File: src/rtl/sram_ctl_pkg.sv
package sram_ctl_pkg;
  typedef enum logic [2:0] {
    ST_IDLE,
    ST_READ,
    ST_TURN,
    ST_WPULSE,
    ST_WHOLD
  } ctl_state_e;

  function automatic int unsigned ns2cyc(input int unsigned ns, input int unsigned per);
    int unsigned c;
    c = (ns + per - 1) / per;
    return (c < 1) ? 1 : c;
  endfunction

  function automatic int unsigned max3(input int unsigned a, input int unsigned b,
                                       input int unsigned c);
    int unsigned m;
    m = (a > b) ? a : b;
    return (m > c) ? m : c;
  endfunction
endpackage

File: src/rtl/sram_phase_timer.sv
module sram_phase_timer #(
  parameter int unsigned CW = 4
) (
  input  logic          clk_i,
  input  logic          rst_ni,
  input  logic          load_i,
  input  logic [CW-1:0] len_i,
  output logic          last_o
);
  logic [CW-1:0] cnt_q;

  always_ff @(posedge clk_i or negedge rst_ni) begin
    if (!rst_ni)              cnt_q <= '0;
    else if (load_i)          cnt_q <= len_i - 1'b1;
    else if (cnt_q != '0)     cnt_q <= cnt_q - 1'b1;
  end

  assign last_o = (cnt_q == '0);

  a_r2_timer_counts_down: assert property (@(posedge clk_i) disable iff (!rst_ni)
    (!load_i && cnt_q != '0) |=> (cnt_q == $past(cnt_q) - 1'b1));
endmodule

File: src/rtl/sram_bus_quiet.sv
// Counts complete cycles with output enable released, saturating at HZ_CYC.
module sram_bus_quiet #(
  parameter int unsigned HZ_CYC = 1
) (
  input  logic clk_i,
  input  logic rst_ni,
  input  logic oe_n_i,
  output logic quiet_o,
  output logic quiet_next_o
);
  localparam int unsigned QW = $clog2(HZ_CYC + 1) + 1;
  logic [QW-1:0] cnt_q;

  always_ff @(posedge clk_i or negedge rst_ni) begin
    if (!rst_ni)                   cnt_q <= QW'(HZ_CYC);
    else if (!oe_n_i)              cnt_q <= '0;
    else if (!quiet_o)             cnt_q <= cnt_q + 1'b1;
  end

  assign quiet_o      = (int'(cnt_q) >= int'(HZ_CYC));
  assign quiet_next_o = oe_n_i && ((int'(cnt_q) + 1) >= int'(HZ_CYC));

  a_r6_quiet_cleared_by_oe: assert property (@(posedge clk_i) disable iff (!rst_ni)
    !oe_n_i |=> !quiet_o);
endmodule

File: src/rtl/sram_cycle_ctl.sv
module sram_cycle_ctl
  import sram_ctl_pkg::*;
#(
  parameter int unsigned CLK_PERIOD_NS    = 20,
  parameter int unsigned T_CYCLE_NS       = 45,
  parameter int unsigned T_ADDR_DATA_NS   = 45,
  parameter int unsigned T_OE_DATA_NS     = 22,
  parameter int unsigned T_WE_PULSE_NS    = 35,
  parameter int unsigned T_ADDR_SETUP_NS  = 35,
  parameter int unsigned T_DATA_SETUP_NS  = 25,
  parameter int unsigned T_OE_RELEASE_NS  = 18,
  parameter int unsigned AW               = 20,
  parameter int unsigned DW               = 8
) (
  input  logic          clk_i,
  input  logic          rst_ni,
  input  logic          req_valid_i,
  output logic          req_ready_o,
  input  logic          req_write_i,
  input  logic [AW-1:0] req_addr_i,
  input  logic [DW-1:0] req_wdata_i,
  output logic          rsp_done_o,
  output logic [DW-1:0] rsp_rdata_o,
  output logic [AW-1:0] sram_addr_o,
  output logic [DW-1:0] sram_dq_o,
  output logic          sram_dq_oe_o,
  input  logic [DW-1:0] sram_dq_i,
  output logic          sram_ce_n_o,
  output logic          sram_ce_o,
  output logic          sram_we_n_o,
  output logic          sram_oe_n_o
);
  localparam int unsigned CYC_WC   = ns2cyc(T_CYCLE_NS, CLK_PERIOD_NS);
  localparam int unsigned RD_CYC   = max3(CYC_WC, ns2cyc(T_ADDR_DATA_NS, CLK_PERIOD_NS),
                                          ns2cyc(T_OE_DATA_NS, CLK_PERIOD_NS));
  localparam int unsigned WR_PULSE = max3(ns2cyc(T_WE_PULSE_NS, CLK_PERIOD_NS),
                                          ns2cyc(T_ADDR_SETUP_NS, CLK_PERIOD_NS),
                                          ns2cyc(T_DATA_SETUP_NS, CLK_PERIOD_NS));
  localparam int unsigned WR_HOLD  = (CYC_WC > WR_PULSE + 1) ? (CYC_WC - WR_PULSE) : 1;
  localparam int unsigned HZ_CYC   = ns2cyc(T_OE_RELEASE_NS, CLK_PERIOD_NS);
  localparam int unsigned MAXC     = max3(RD_CYC, WR_PULSE, WR_HOLD);
  localparam int unsigned CW       = $clog2(MAXC + 1);

  ctl_state_e    state_q, state_d;
  logic [AW-1:0] addr_q;
  logic [DW-1:0] wdata_q, rdata_q;
  logic          done_q, ce_q;
  logic          tmr_load, tmr_last;
  logic [CW-1:0] tmr_len;
  logic          quiet, quiet_next;
  logic          accept;

  assign accept = (state_q == ST_IDLE) && req_valid_i;

  always_comb begin
    state_d  = state_q;
    tmr_load = 1'b0;
    tmr_len  = CW'(RD_CYC);
    unique case (state_q)
      ST_IDLE: if (req_valid_i) begin
        if (!req_write_i) begin
          state_d = ST_READ; tmr_load = 1'b1; tmr_len = CW'(RD_CYC);
        end else if (quiet_next) begin
          state_d = ST_WPULSE; tmr_load = 1'b1; tmr_len = CW'(WR_PULSE);
        end else begin
          state_d = ST_TURN;
        end
      end
      ST_READ:   if (tmr_last) state_d = ST_IDLE;
      ST_TURN:   if (quiet_next) begin
        state_d = ST_WPULSE; tmr_load = 1'b1; tmr_len = CW'(WR_PULSE);
      end
      ST_WPULSE: if (tmr_last) begin
        state_d = ST_WHOLD; tmr_load = 1'b1; tmr_len = CW'(WR_HOLD);
      end
      ST_WHOLD:  if (tmr_last) state_d = ST_IDLE;
      default:   state_d = ST_IDLE;
    endcase
  end

  always_ff @(posedge clk_i or negedge rst_ni) begin
    if (!rst_ni) begin
      state_q <= ST_IDLE;
      addr_q  <= '0;
      wdata_q <= '0;
      rdata_q <= '0;
      done_q  <= 1'b0;
      ce_q    <= 1'b0;
    end else begin
      state_q <= state_d;
      ce_q    <= 1'b1;
      done_q  <= 1'b0;
      if (accept) begin
        addr_q  <= req_addr_i;
        wdata_q <= req_wdata_i;
      end
      if (state_q == ST_READ && tmr_last) begin
        rdata_q <= sram_dq_i;
        done_q  <= 1'b1;
      end
      if (state_q == ST_WHOLD && tmr_last) done_q <= 1'b1;
    end
  end

  sram_phase_timer #(.CW(CW)) u_timer (
    .clk_i  (clk_i),
    .rst_ni (rst_ni),
    .load_i (tmr_load),
    .len_i  (tmr_len),
    .last_o (tmr_last)
  );

  sram_bus_quiet #(.HZ_CYC(HZ_CYC)) u_quiet (
    .clk_i        (clk_i),
    .rst_ni       (rst_ni),
    .oe_n_i       (sram_oe_n_o),
    .quiet_o      (quiet),
    .quiet_next_o (quiet_next)
  );

  assign req_ready_o  = (state_q == ST_IDLE);
  assign sram_ce_n_o  = (state_q == ST_IDLE);
  assign sram_ce_o    = ce_q;
  assign sram_oe_n_o  = (state_q != ST_READ);
  assign sram_we_n_o  = (state_q != ST_WPULSE);
  assign sram_dq_oe_o = (state_q == ST_WPULSE) || (state_q == ST_WHOLD);
  assign sram_addr_o  = addr_q;
  assign sram_dq_o    = wdata_q;
  assign rsp_done_o   = done_q;
  assign rsp_rdata_o  = rdata_q;

  a_r6_drive_only_when_quiet: assert property (@(posedge clk_i) disable iff (!rst_ni)
    sram_dq_oe_o |-> quiet);
  a_r9_oe_high_in_write: assert property (@(posedge clk_i) disable iff (!rst_ni)
    (!sram_we_n_o || sram_dq_oe_o) |-> sram_oe_n_o);
  a_r5_strobe_ends_write: assert property (@(posedge clk_i) disable iff (!rst_ni)
    $rose(sram_we_n_o) |-> (!sram_ce_n_o && sram_dq_oe_o));
  a_r7_done_single: assert property (@(posedge clk_i) disable iff (!rst_ni)
    rsp_done_o |=> !rsp_done_o);
  a_r8_addr_stable: assert property (@(posedge clk_i) disable iff (!rst_ni)
    (!sram_ce_n_o && $past(!sram_ce_n_o)) |-> $stable(sram_addr_o));
  a_r8_ready_drops: assert property (@(posedge clk_i) disable iff (!rst_ni)
    (req_ready_o && req_valid_i) |=> !req_ready_o);
endmodule

File: config.mk
export PLATFORM = sky130hd
export DESIGN_NAME = sram_cycle_ctl
export DESIGN_NICKNAME = d
export VERILOG_FILES = /design/src/rtl/sram_ctl_pkg.sv /design/src/rtl/sram_phase_timer.sv /design/src/rtl/sram_bus_quiet.sv /design/src/rtl/sram_cycle_ctl.sv
export SDC_FILE = /design/constraint.sdc
export NUM_CORES = 1
export LEC_CHECK = 0
export ABC_AREA = 1
export BUFFER_PORTS_ARGS = -buffer_cell sky130_fd_sc_hd__buf_2
export CORE_MARGIN = 1
export CORE_UTILIZATION = 45
export CTS_CLUSTER_DIAMETER = 150
export CTS_CLUSTER_SIZE = 14
export DETAILED_ROUTE_END_ITERATION = 10
export PLACE_DENSITY = 0.85
export SYNTH_ARGS = -nofsm -noshare
export SYNTH_HDL_FRONTEND = slang
export SYNTH_SLANG_ARGS = --single-unit
export TNS_END_PERCENT = 1
File: constraint.sdc
create_clock -name clk_i -period 1.55 [get_ports clk_i]
set_input_delay 0.0775 -clock clk_i [delete_from_list [all_inputs] [get_ports clk_i]]
set_output_delay 0.0775 -clock clk_i [all_outputs]
set_load 0.01 [all_outputs]
==> results of run 1 <==
## how the worst max path moves through the flow
stage / cells past startpoint / slack [ns] / to / from
2_1_floorplan: 6 / 0.43 / u_timer.cnt_q[0] / state_q[0]
3_3_place_gp: 5 / 0.25 / sram_addr_o[9] / state_q[0]
3_5_place_dp: 5 / 0.22 / sram_dq_o[7] / state_q[0]
4_1_cts: 5 / 0.09 / sram_oe_n_o / state_q[0]
5_1_grt: 5 / 0.04 / sram_dq_oe_o / state_q[1]
6_report: 5 / 0.14 / sram_dq_oe_o / state_q[1]
## report_power, final
| part | switching (W) | internal [W] | total, W |
|---|---|---|---|
| Clock | 0.000365 | 0.000315 | 0.000680 |
| Sequential | 0.000305 | 0.00165 | 0.00195 |
| Combinational | 0.00139 | 0.000920 | 0.00231 |
## logic make-up (layout without fill, tap and decap cells)
logic type / Yosys count / in the layout
buffers and inverters: 17 / 133
AND/OR/NAND/NOR: 141 / 141
flip-flops: 43 / 43
other: 1 / 1
AO/OA/AOI/OAI: 5 / 5
## what timing repair did
| action | in CTS | in global routing |
|---|---|---|
| resized for setup | 0 | 1 |
| endpoints found under the hold margin | 44 | 0 |
| hold buffers | 28 | 0 |
| setup endpoints to repair | 0 | 1 |
## worst max-delay path, stage by stage (launching register included)
cell and delay (ns):
dfrtp_1 0.38, inv_1 0.14, nor2_1 0.19, nand2_1 0.14, nand2_1 0.08, buf_2 0.12
## cells in the final DEF, fill, tap and decap left out
master         instances
conb_1                 1
o21ai_0                5
clkbuf_1               1
nand3_1               15
buf_4                  6
nor3_2                 1
clkinv_2               1
buf_2                 82
clkbuf_8               5
nand2_1              120
nor2_4                 1
clkinvlp_4             1
inv_4                  1
nor2_1                 3
nand3_4                1
inv_1                  8
dfrtp_1               42
dlygate4sd3_1         28
dfrtp_2                1
## sequential cells by signal, indices dropped and copies added (netlist names)
name           flops
rsp_done_o         1
rsp_rdata_o        8
sram_addr_o       20
sram_ce_o          1
sram_dq_o          8
state_q            3
u_timer.cnt_q      2
## routing by layer
metal	vias up	track usage [%]	routed length, um
met4	0	6.94	33
li1	859	-	-
met3	6	6.34	274
met5	-	0	0
met2	75	41.0	2210
met1	805	26.0	1770
## final cells by class
type | instances | area (um^2)
repair buffers | 116 | 736
clock buffers | 6 | 72.6
inverters | 9 | 36.3
multi-input cells | 147 | 604
clock inverters | 2 | 12.5
flip-flops and latches | 43 | 1080
well taps | 48 | 60.1
fillers | 297 | 1120
## metrics by stage
stage	setup slack, ns	hold slack [ns]	instances
after CTS	0.0942	0.00213	371
after detailed placement	0.220	0.0371	335
final	0.139	0.00740	371
after global routing	0.0373	0.00727	371
after floorplan	0.427	-0.218	207
after global placement	0.249	0.0296	335
==> out/results.txt, run 1 <==
In this run the critical register-to-register path is launched from state_q[0]. TritonCTS built the clock tree. The kind of path behind the tightest hold check was in2reg. The clock latency at the later pin of the worst-skew pair was 0.30 ns; the remaining antenna violation count after routing was 0.

The run gives 2860 um as the detailed-placement wirelength estimate. The flow ran to the end, and the final reports show no timing, DRC or antenna violations. The logs give 0 for the number of diodes added for antenna fixing and 4280 um for the total wire length after detailed routing. The first global-routing pass estimated 7260 um of wire.

Ranked by total cell area, the synthesized netlist is headed by dfrtp_1, nand2_1, nand3_1. The congestion estimate from routability-driven global placement came to 0.814. The top cell type's share of synthesized area is 60.4%. Overall power consumption after layout is estimated at 0.00495 W.

Counting every net in the synthesized netlist gives 247. Setup repair after global routing left no endpoint under its margin. In this run, synthesis produced a sequential element count of 43. The tools report the largest net degree at the start of global routing as 29. The root buffer cell chosen for the clock tree is clkbuf_8. After routing, the total negative slack on setup checks comes to 0 ns. The logs give 0 for the total setup violations reported at the end of the flow and 0.21 ns for the internal reg-to-reg setup slack.

The dominant cell by count in the synthesized netlist is nand2_1. A synthesized cell averages 8.60 um^2. For the worst setup path, the data arrival time is 1.33 ns. The fraction of synthesized area in multiplexers is 0%, and the number of DRC markers after the initial detailed-route iteration is 70. The clock input transition at the sequential cells of the worst setup and hold paths is 0.08 ns, and the overall via count from detail_route is 1745. The logs give 709 MHz for the achievable clock frequency and 83 for the number of top-level design ports.

After technology mapping, the gate count stands at 207. The net count of the finished layout is 362, and the count of TritonRoute iterations in the first routing pass is 4. The kind of start point of the critical path was a flip-flop. Of the total synthesized cell area, the portion taken by AND, OR, NAND and NOR gates is 32.3%. STA puts the critical path data required time at 1.47 ns. The number of global-route vias before repair is 1695, and the average detailed-routed wire length per instance is 11.5 um. The final worst-path cycle share came out at 91.0%. The starting density of the core was 47.9%; the proportion of layout cells with a drive suffix above 1 was 31.0%. The endpoint of the worst hold path is sram_addr_o[9]. The number of pins with negative max-slew slack in the final report is 0, and the initial antenna violation count is 0.

The number of cells on the worst hold path was 3. The logs give 1.52 nW for the static leakage and 0 for the buffers inserted during post-CTS setup optimization. The synthesized netlist occupies a cell area of 1780 um^2. dfrtp_1 takes more of the synthesized area than any other cell. Ranked by instance count, the synthesized netlist is headed by nand2_1, dfrtp_1, nand3_1. The site row count was 22; the total cell area at the placement stage was 2230 um^2.

The maximum vdd ir drop came out at 0.00105 V. The synthesized netlist devotes 1.41% of its cell area to compound gates. After Yosys synthesis, full adders, half adders and majority gates account for 0% of the synthesized area. Global routing finished with a remaining overflow of 0. The number of cells on the worst reg-to-reg path is 5, and the post-synthesis to final-layout area growth is 46.0%.

The shortest period the worst path allows works out to 1.41 ns. The final design area excluding fillers was 2600 um^2. Utilization after layout: 69.9%.

The tools report the total of max-cap violations as 0. The worst setup path category is reg2out. Clock skew on the completed layout was measured at 0.0178 ns.

Across every metal layer, demand over resource in global routing totals 22.8%. The worst setup path is captured at a primary output. The number of buffers added on ports works out to 82. In this run the worst path has a maximum fanout of 6.

The endpoint identified for the worst register-to-register timing path is sram_addr_o[1]. In the routed design, unresolved DRC markers number 0. After synthesis, the share of flip-flops with an asynchronous set or reset is 100%. The most used flip-flop cell after synthesis is dfrtp_1. For this design, the sink count on the clock tree is 43.

The H-tree generated during clock tree synthesis spans 2 levels. The fraction of synthesized cell area in xor and xnor cells came out at 0%. Power spread over the standard cell area amounts to 1900 nW/um^2.

The tools report the die area as 4210 um^2. The detailed-route vias per instance is 4.70, and the number of warnings printed during yosys synthesis is 0. The portion of the post-synthesis area used by sequential elements came out at 60.4%. After synthesis, the largest family of logic cells by area is simple AND/OR/NAND/NOR gates. In this run the horizontal extent of the chip is 64.9 um.

The run gives 0 as the final number of hold-violating endpoints. The number of flops mapped to enable cells by yosys was 0; the maximum root-to-sink buffer count was 2. The overall die height is 64.9 um, and the number of CTS-inserted buffers is 5.

For the placeable core area, the log shows 3720 um^2. The netlist uses 14 different library cells. The tools report the start point of the worst hold path as req_addr_i[9].
Note: power is estimated with default switching activity, not from simulation.
==> inputs of run 2 (changes only) <==
--- a/config.mk
+++ b/config.mk
@@ -8,11 +8,11 @@
 export ABC_AREA = 1
 export BUFFER_PORTS_ARGS = -buffer_cell sky130_fd_sc_hd__buf_2
 export CORE_MARGIN = 1
-export CORE_UTILIZATION = 45
+export CORE_UTILIZATION = 35
 export CTS_CLUSTER_DIAMETER = 150
 export CTS_CLUSTER_SIZE = 14
 export DETAILED_ROUTE_END_ITERATION = 10
-export PLACE_DENSITY = 0.85
+export PLACE_DENSITY = 0.7
 export SYNTH_ARGS = -nofsm -noshare
 export SYNTH_HDL_FRONTEND = slang
 export SYNTH_SLANG_ARGS = --single-unit
==> run 2 against run 1 <==
  * Final cell count rose by 4.9%
  * Critical path depth is the same
  * Utilization down 15 points
  * First-iteration DRC count is 7.1% higher
  * Count of clock-buffer cells in the layout unchanged
  * Sequential share of layout area down 0.44 points
  * Fmax decreased by 3.6%
  * Clock power is 2% higher
  * Non-clock buffer count did not move
  * Critical path type unchanged
  * Largest power group unchanged
==> out/results.txt, run 2 (same netlist as run 1, synthesis figures left out) <==
The logs give 4470 um for the total wire length after detailed routing and 0.00118 ns for the post-route worst hold slack. For this run, design rule violations remaining after detail routing come to 0. The count of fill cells added during filler insertion came out at 449. Number of global-route vias before repair: 1624. The placeable core area was 4820 um^2; the number of clock sinks was 43.

In the finished design, the share of the clock period the worst path needs comes to 94.4%. The first detailed-routing pass took 6 iterations. The library cell used most frequently in the layout, excluding fill and tap cells, is nand2_1.

The number of gates resized after CTS was 0. The logs give 1.52 nW for the static leakage and 17.9% for the overall global routing resource usage. For the required time of the critical path, the log shows 1.47 ns.

Entering global routing, the biggest net connects 29 pins. The H-tree was split into 2 levels. The logs give 0 ns for the total negative setup slack and 0 for the final number of hold-violating endpoints. After clock tree synthesis, the clock-pin slew on the worst setup and hold paths is 0.08 ns.

In the final layout, flip-flops and latches occupy 1080 um^2. The tree is rooted in a clkbuf_8. The run gives 0 as the initial antenna violation count.

The detail route stage leaves a number of antenna-violating nets equal to 0. TritonCTS built the clock tree. The die area is 5380 um^2, and the total of max-cap violations is 0.

The kind of path behind the tightest hold check was in2reg. The clock arrives with 0.00593 ns of skew. After the last flow step, the layout net total stands at 362. The detailed-placement wirelength estimate was 2980 um. For the finished layout, the period the worst path requires is 1.46 ns.

The worst setup path is captured at a primary output. Input and output buffers added on the ports amount to 82. In this run the post-CTS setup repair buffer count came out at 0.

Clock tree synthesis inserted a total of 5 buffers. Post-placement setup slack: 0.255 ns. The logs give 0 for the number of pins with negative max-slew slack in the final report and 2 for the maximum root-to-sink buffer count.

VDD sags by at most 0.000801 V. For the residual overflow from global routing, the log shows 0. From synthesis to final layout, the design area changed by 47.4%. The number of diodes added for antenna fixing is 0, and the placer's final routability congestion estimate is 0.744. The number of top-level design ports came out at 83. After detailed routing, the number of vias per cell comes to 4.43. The detailed router placed 1722 vias in this run. The flow ran to the end, and the final reports show no timing, DRC or antenna violations. The critical path is of the reg2out type. In the final routed layout, each cell accounts on average for 11.5 um.

The flip-flop count of the largest register, all copies and words added came out at 20. At the later pin of the worst-skew pair, clock insertion delay measures 0.29 ns. The tools report the kind of start point of the critical path as a flip-flop. The maximum fanout count along the critical path works out to 9. Setup repair after global routing left no endpoint under its margin. Setup violations remaining at the end of the flow were counted as 0. Cells with a size suffix above 1 make up 30.7% of the layout. Once the floorplan was initialized, standard cells occupied 37.0% of the core.

In this run the horizontal extent of the chip is 73.3 um. In this run, the number of DRC markers left after iteration 0 of detailed routing was 75. The total power per unit cell area is 1900 nW/um^2. In this run the core area contains 25 standard-cell rows.

The multi-input combinational cells in the finished layout cover a total of 604 um^2. Overall power: 0.00498 W. Leaving out fill and tap cells, the most frequent cells in the layout are nand2_1, buf_2, dfrtp_1, dlygate4sd3_1, nand3_1. From bottom edge to top edge, the die measures 73.3 um. The tools report the achievable clock frequency as 684 MHz.

For the first-pass GRT wire length, the log shows 7260 um. Hold repair after CTS inserted 28 buffers. The data arrival time of the critical path is 1.39 ns. Setup slack closes at 0.0870 ns.
## run 2: layer usage
layer	share of wire (%)	up-vias	track usage [%]
met3	7.5	5	4.94
met2	48	75	30.8
met1	44	783	21.8
met5	0	-	0
met4	0.87	0	5.77
li1	-	859	-
## run 2: worst paths after layout
kind / start / end / slack (ns) / cells past startpoint
setup reg to reg: state_q[0] / sram_dq_o[7] / 0.24 / 5
min in group asynchronous: rst_ni / sram_addr_o[9] / 0.29 / 2
max in group asynchronous: rst_ni / sram_dq_o[5] / 0.71 / 3
hold / removal: req_addr_i[3] / sram_addr_o[3] / 0.001 / 3
hold reg to reg: rsp_rdata_o[1] / rsp_rdata_o[1] / 0.47 / 2
setup / recovery: state_q[0] / sram_oe_n_o / 0.09 / 5
## run 2: layout make-up
cell class                      instances  share of cell area [%]
Inverter                                9                    1.38
Tap cell                               67                    3.20
Timing Repair Buffer                  116                    28.0
Clock buffer                            6                    3.15
Sequential cell                        43                    41.0
Clock inverter                          1                   0.191
Multi-Input combinational cell        147                    23.0
## run 2: worst max-delay path, cell delays in order, from the launching register on
cell	delay, ns
dfrtp_1	0.50
inv_1	0.10
nor3_2	0.14
buf_4	0.19
inv_1	0.04
buf_2	0.13
## run 2: through the flow
step	util (%)	cells	area [um^2]
after detailed placement	46.8	354	2260
final	54.5	389	2620
after floorplan	-	207	1780
after global placement	46.8	354	2260
after global routing	54.5	389	2620
after CTS	54.5	389	2620
## run 2: report_power, final
group          switching (W)  total (W)  internal, W
Clock               0.000347   0.000696     0.000349
Combinational        0.00141    0.00233     0.000920
Sequential          0.000313    0.00196      0.00165
Total                0.00207    0.00498      0.00292
==> inputs of run 3 (changes only) <==
--- a/config.mk
+++ b/config.mk
@@ -12,7 +12,7 @@
 export CTS_CLUSTER_DIAMETER = 150
 export CTS_CLUSTER_SIZE = 14
 export DETAILED_ROUTE_END_ITERATION = 10
-export PLACE_DENSITY = 0.7
+export PLACE_DENSITY = 0.64
 export SYNTH_ARGS = -nofsm -noshare
 export SYNTH_HDL_FRONTEND = slang
 export SYNTH_SLANG_ARGS = --single-unit
==> run 3 against run 2 <==
  * Combinational power fell by 3%
  * Utilization up 0.23 points
  * Critical path type unchanged
  * Critical endpoint is now sram_dq_oe_o
  * Critical path depth is the same
  * Sequential power about the same
  * Power increased by 1.1%
  * Count of clock-buffer cells in the layout stayed put
  * Setup slack better by 0.060 ns
  * Fmax rose by 4.3%
==> out/results.txt, run 3 (same netlist as run 1, synthesis figures left out) <==
The HPWL after detailed placement is 2680 um. For this block, the routed nets add up to 4130 um of wire. The initial antenna violation count is 0, and the number of cells on the worst hold path is 3. In the layout the commonest cells are nand2_1, buf_2, dfrtp_1, dlygate4sd3_1, nand3_1.

The biggest cell delay along the critical path was 0.39 ns; the number of DRC violations after detailed routing was 0. The required time of the critical path is 1.47 ns, and the post-synthesis to final-layout area growth is 48.0%. The number of antenna diodes in the final layout is 0. The flip-flop count of the largest register, all copies and words added came out at 20. The tools report the kind of start point of the critical path as a flip-flop. The path class of the tightest hold or removal check is in2reg. The floorplan step defined a die boundary enclosing 5380 um^2. At the later pin of the worst-skew pair, clock insertion delay measures 0.28 ns. Input and output buffers added on the ports amount to 82.

The critical path contains buffers and inverters numbering 2 combined. The floorplan step set the die width to 73.3 um. The logs give 0 for the number of pins with negative max-slew slack in the final report and 43 for the number of clock sinks. Based on the critical path, the design can be clocked at up to 713 MHz. At the end of routability-driven placement, the weighted congestion stood at 0.781. The flow ran to the end, and the final reports show no timing, DRC or antenna violations. The largest net degree at the start of global routing was 44; the placeable core area was 4820 um^2. The die is 73.3 um tall. The worst pin sits at a relative slew slack of 64.3%. Across the routed clock network, the largest skew measured is 0.00833 ns. The overall power was 0.00504 W; the maximum fanout count along the critical path was 6. The cell depth of the worst setup path is 5. STA classifies the critical path endpoint as a primary output. Global routing finished with a remaining overflow of 0. The first TritonRoute pass finished after 4 iterations. At the pin with the least slew margin, the transition time is 0.535 ns.

In the final timing run, aggregate negative setup slack is 0 ns. Data on the critical path arrives at its endpoint at 1.33 ns. After clock tree synthesis, the clock-pin slew on the worst setup and hold paths is 0.08 ns. The tools report the net count of the finished layout as 361.

The run gives 25 as the site row count. The tools report the starting density of the core as 37.0%. Cell type group with the largest total delay on the critical path: simple AND/OR/NAND/NOR gates. The most numerous cell type found on the critical path is nand2_1. The root buffer cell chosen for the clock tree is clkbuf_8. The number of CTS-inserted buffers was 5. For the number of global-route vias before repair, the log shows 1533. In this run, the number of DRC markers left after iteration 0 of detailed routing was 115.

TritonCTS built the clock tree. In this run the remaining antenna-violating nets after routing total 0. The logs give 83 for the number of top-level design ports and 16.6% for the overall global routing resource usage. The average detailed-routed wire length per instance was 10.6 um. In the routed layout, each cell is associated on average with a via count of 4.31. The total setup violations reported at the end of the flow came out at 0. Among all stages on the critical path, the largest delay is contributed by dfrtp_1. The shortest period the worst path allows was 1.40 ns; the final number of hold-violating endpoints was 0. The worst register-to-register path has a depth of 5. The static leakage is 1.52 nW. Setup repair after global routing left no endpoint under its margin. Total power per unit cell area: 1910 nW/um^2. In this run the number of H-tree levels came out at 2. The critical path is of the reg2out type. The maximum vdd ir drop was 0.000956 V; the first-pass GRT wire length was 6700 um. Detailed routing inserted a total of 1671 vias.

The post-route netlist has 30.2% of its cells at a drive strength greater than 1. The final worst-path cycle share works out to 90.5%. The most common cell after layout, fill and taps aside was nand2_1. Traced cell by cell, the critical path runs through inv_1 > nor2_1 > nand2_1 > nand2_1 > buf_2.

Across the run, the number of max-cap violations was 0. The clock passes through at most 2 buffers.
==> run 3: stage by stage <==
stage	hold WS [ns]	util (%)	area, um^2	instances	worst slack (ns)
after floorplan	-0.218	-	1780	207	0.427
after global placement	0.186	46.5	2240	352	0.200
after detailed placement	0.190	46.5	2240	352	0.169
after CTS	0.0181	54.7	2630	388	0.104
after global routing	0.0289	54.7	2640	388	0.0301
final	0.0256	54.7	2640	388	0.147
==> run 3: layer usage <==
layer  share of wire (%)  vias up  wire length, um  global-route usage [%]
met4                0.75        0               31                    5.77
met2                  43       62             1790                    25.7
met1                  50      749             2050                    22.6
met3                 6.1        5              250                    4.39
met5                   0        -                0                       0
li1                    -      855                -                       -
==> run 3: final timing paths <==
path	startpoint	end	slack (ns)
worst min register to register	rsp_rdata_o[5]	rsp_rdata_o[5]	0.47
worst min-delay path	sram_dq_i[6]	rsp_rdata_o[6]	0.03
max in group asynchronous	rst_ni	state_q[0]	0.75
worst max-delay path	state_q[1]	sram_dq_oe_o	0.15
min in group asynchronous	rst_ni	sram_addr_o[7]	0.39
worst max register to register	state_q[2]	sram_addr_o[8]	0.19
==> run 3: layout make-up <==
class	instances	area [um^2]
well taps	67	83.8
multi-input cells	147	604
clock buffers	6	72.6
fillers	463	2180
flip-flops and latches	43	1080
inverters	9	36.3
repair buffers	115	731
clock inverters	1	30.0
==> run 3: timing repair <==
| action | CTS | global route |
|---|---|---|
| buffers inserted | 0 | 0 |
| gates resized for setup | 0 | 1 |
| hold buffers | 29 | 0 |
| endpoints found under the setup margin | 0 | 1 |
| hold endpoints to repair | 71 | 0 |
==> run 3: worst reg2reg max path, cell delays in order (launching register included) <==
cell	delay (ns)
dfrtp_1	0.47
nor2_4	0.18
nand3_4	0.20
inv_4	0.29
nand2_1	0.10
nand2_1	0.07
==> run 3: report_power, final <==
part	total, W	switching (W)	internal [W]
clock network	0.000812	0.000340	0.000472
registers	0.00197	0.000318	0.00165
logic	0.00226	0.00135	0.000906
total	0.00504	0.00201	0.00303
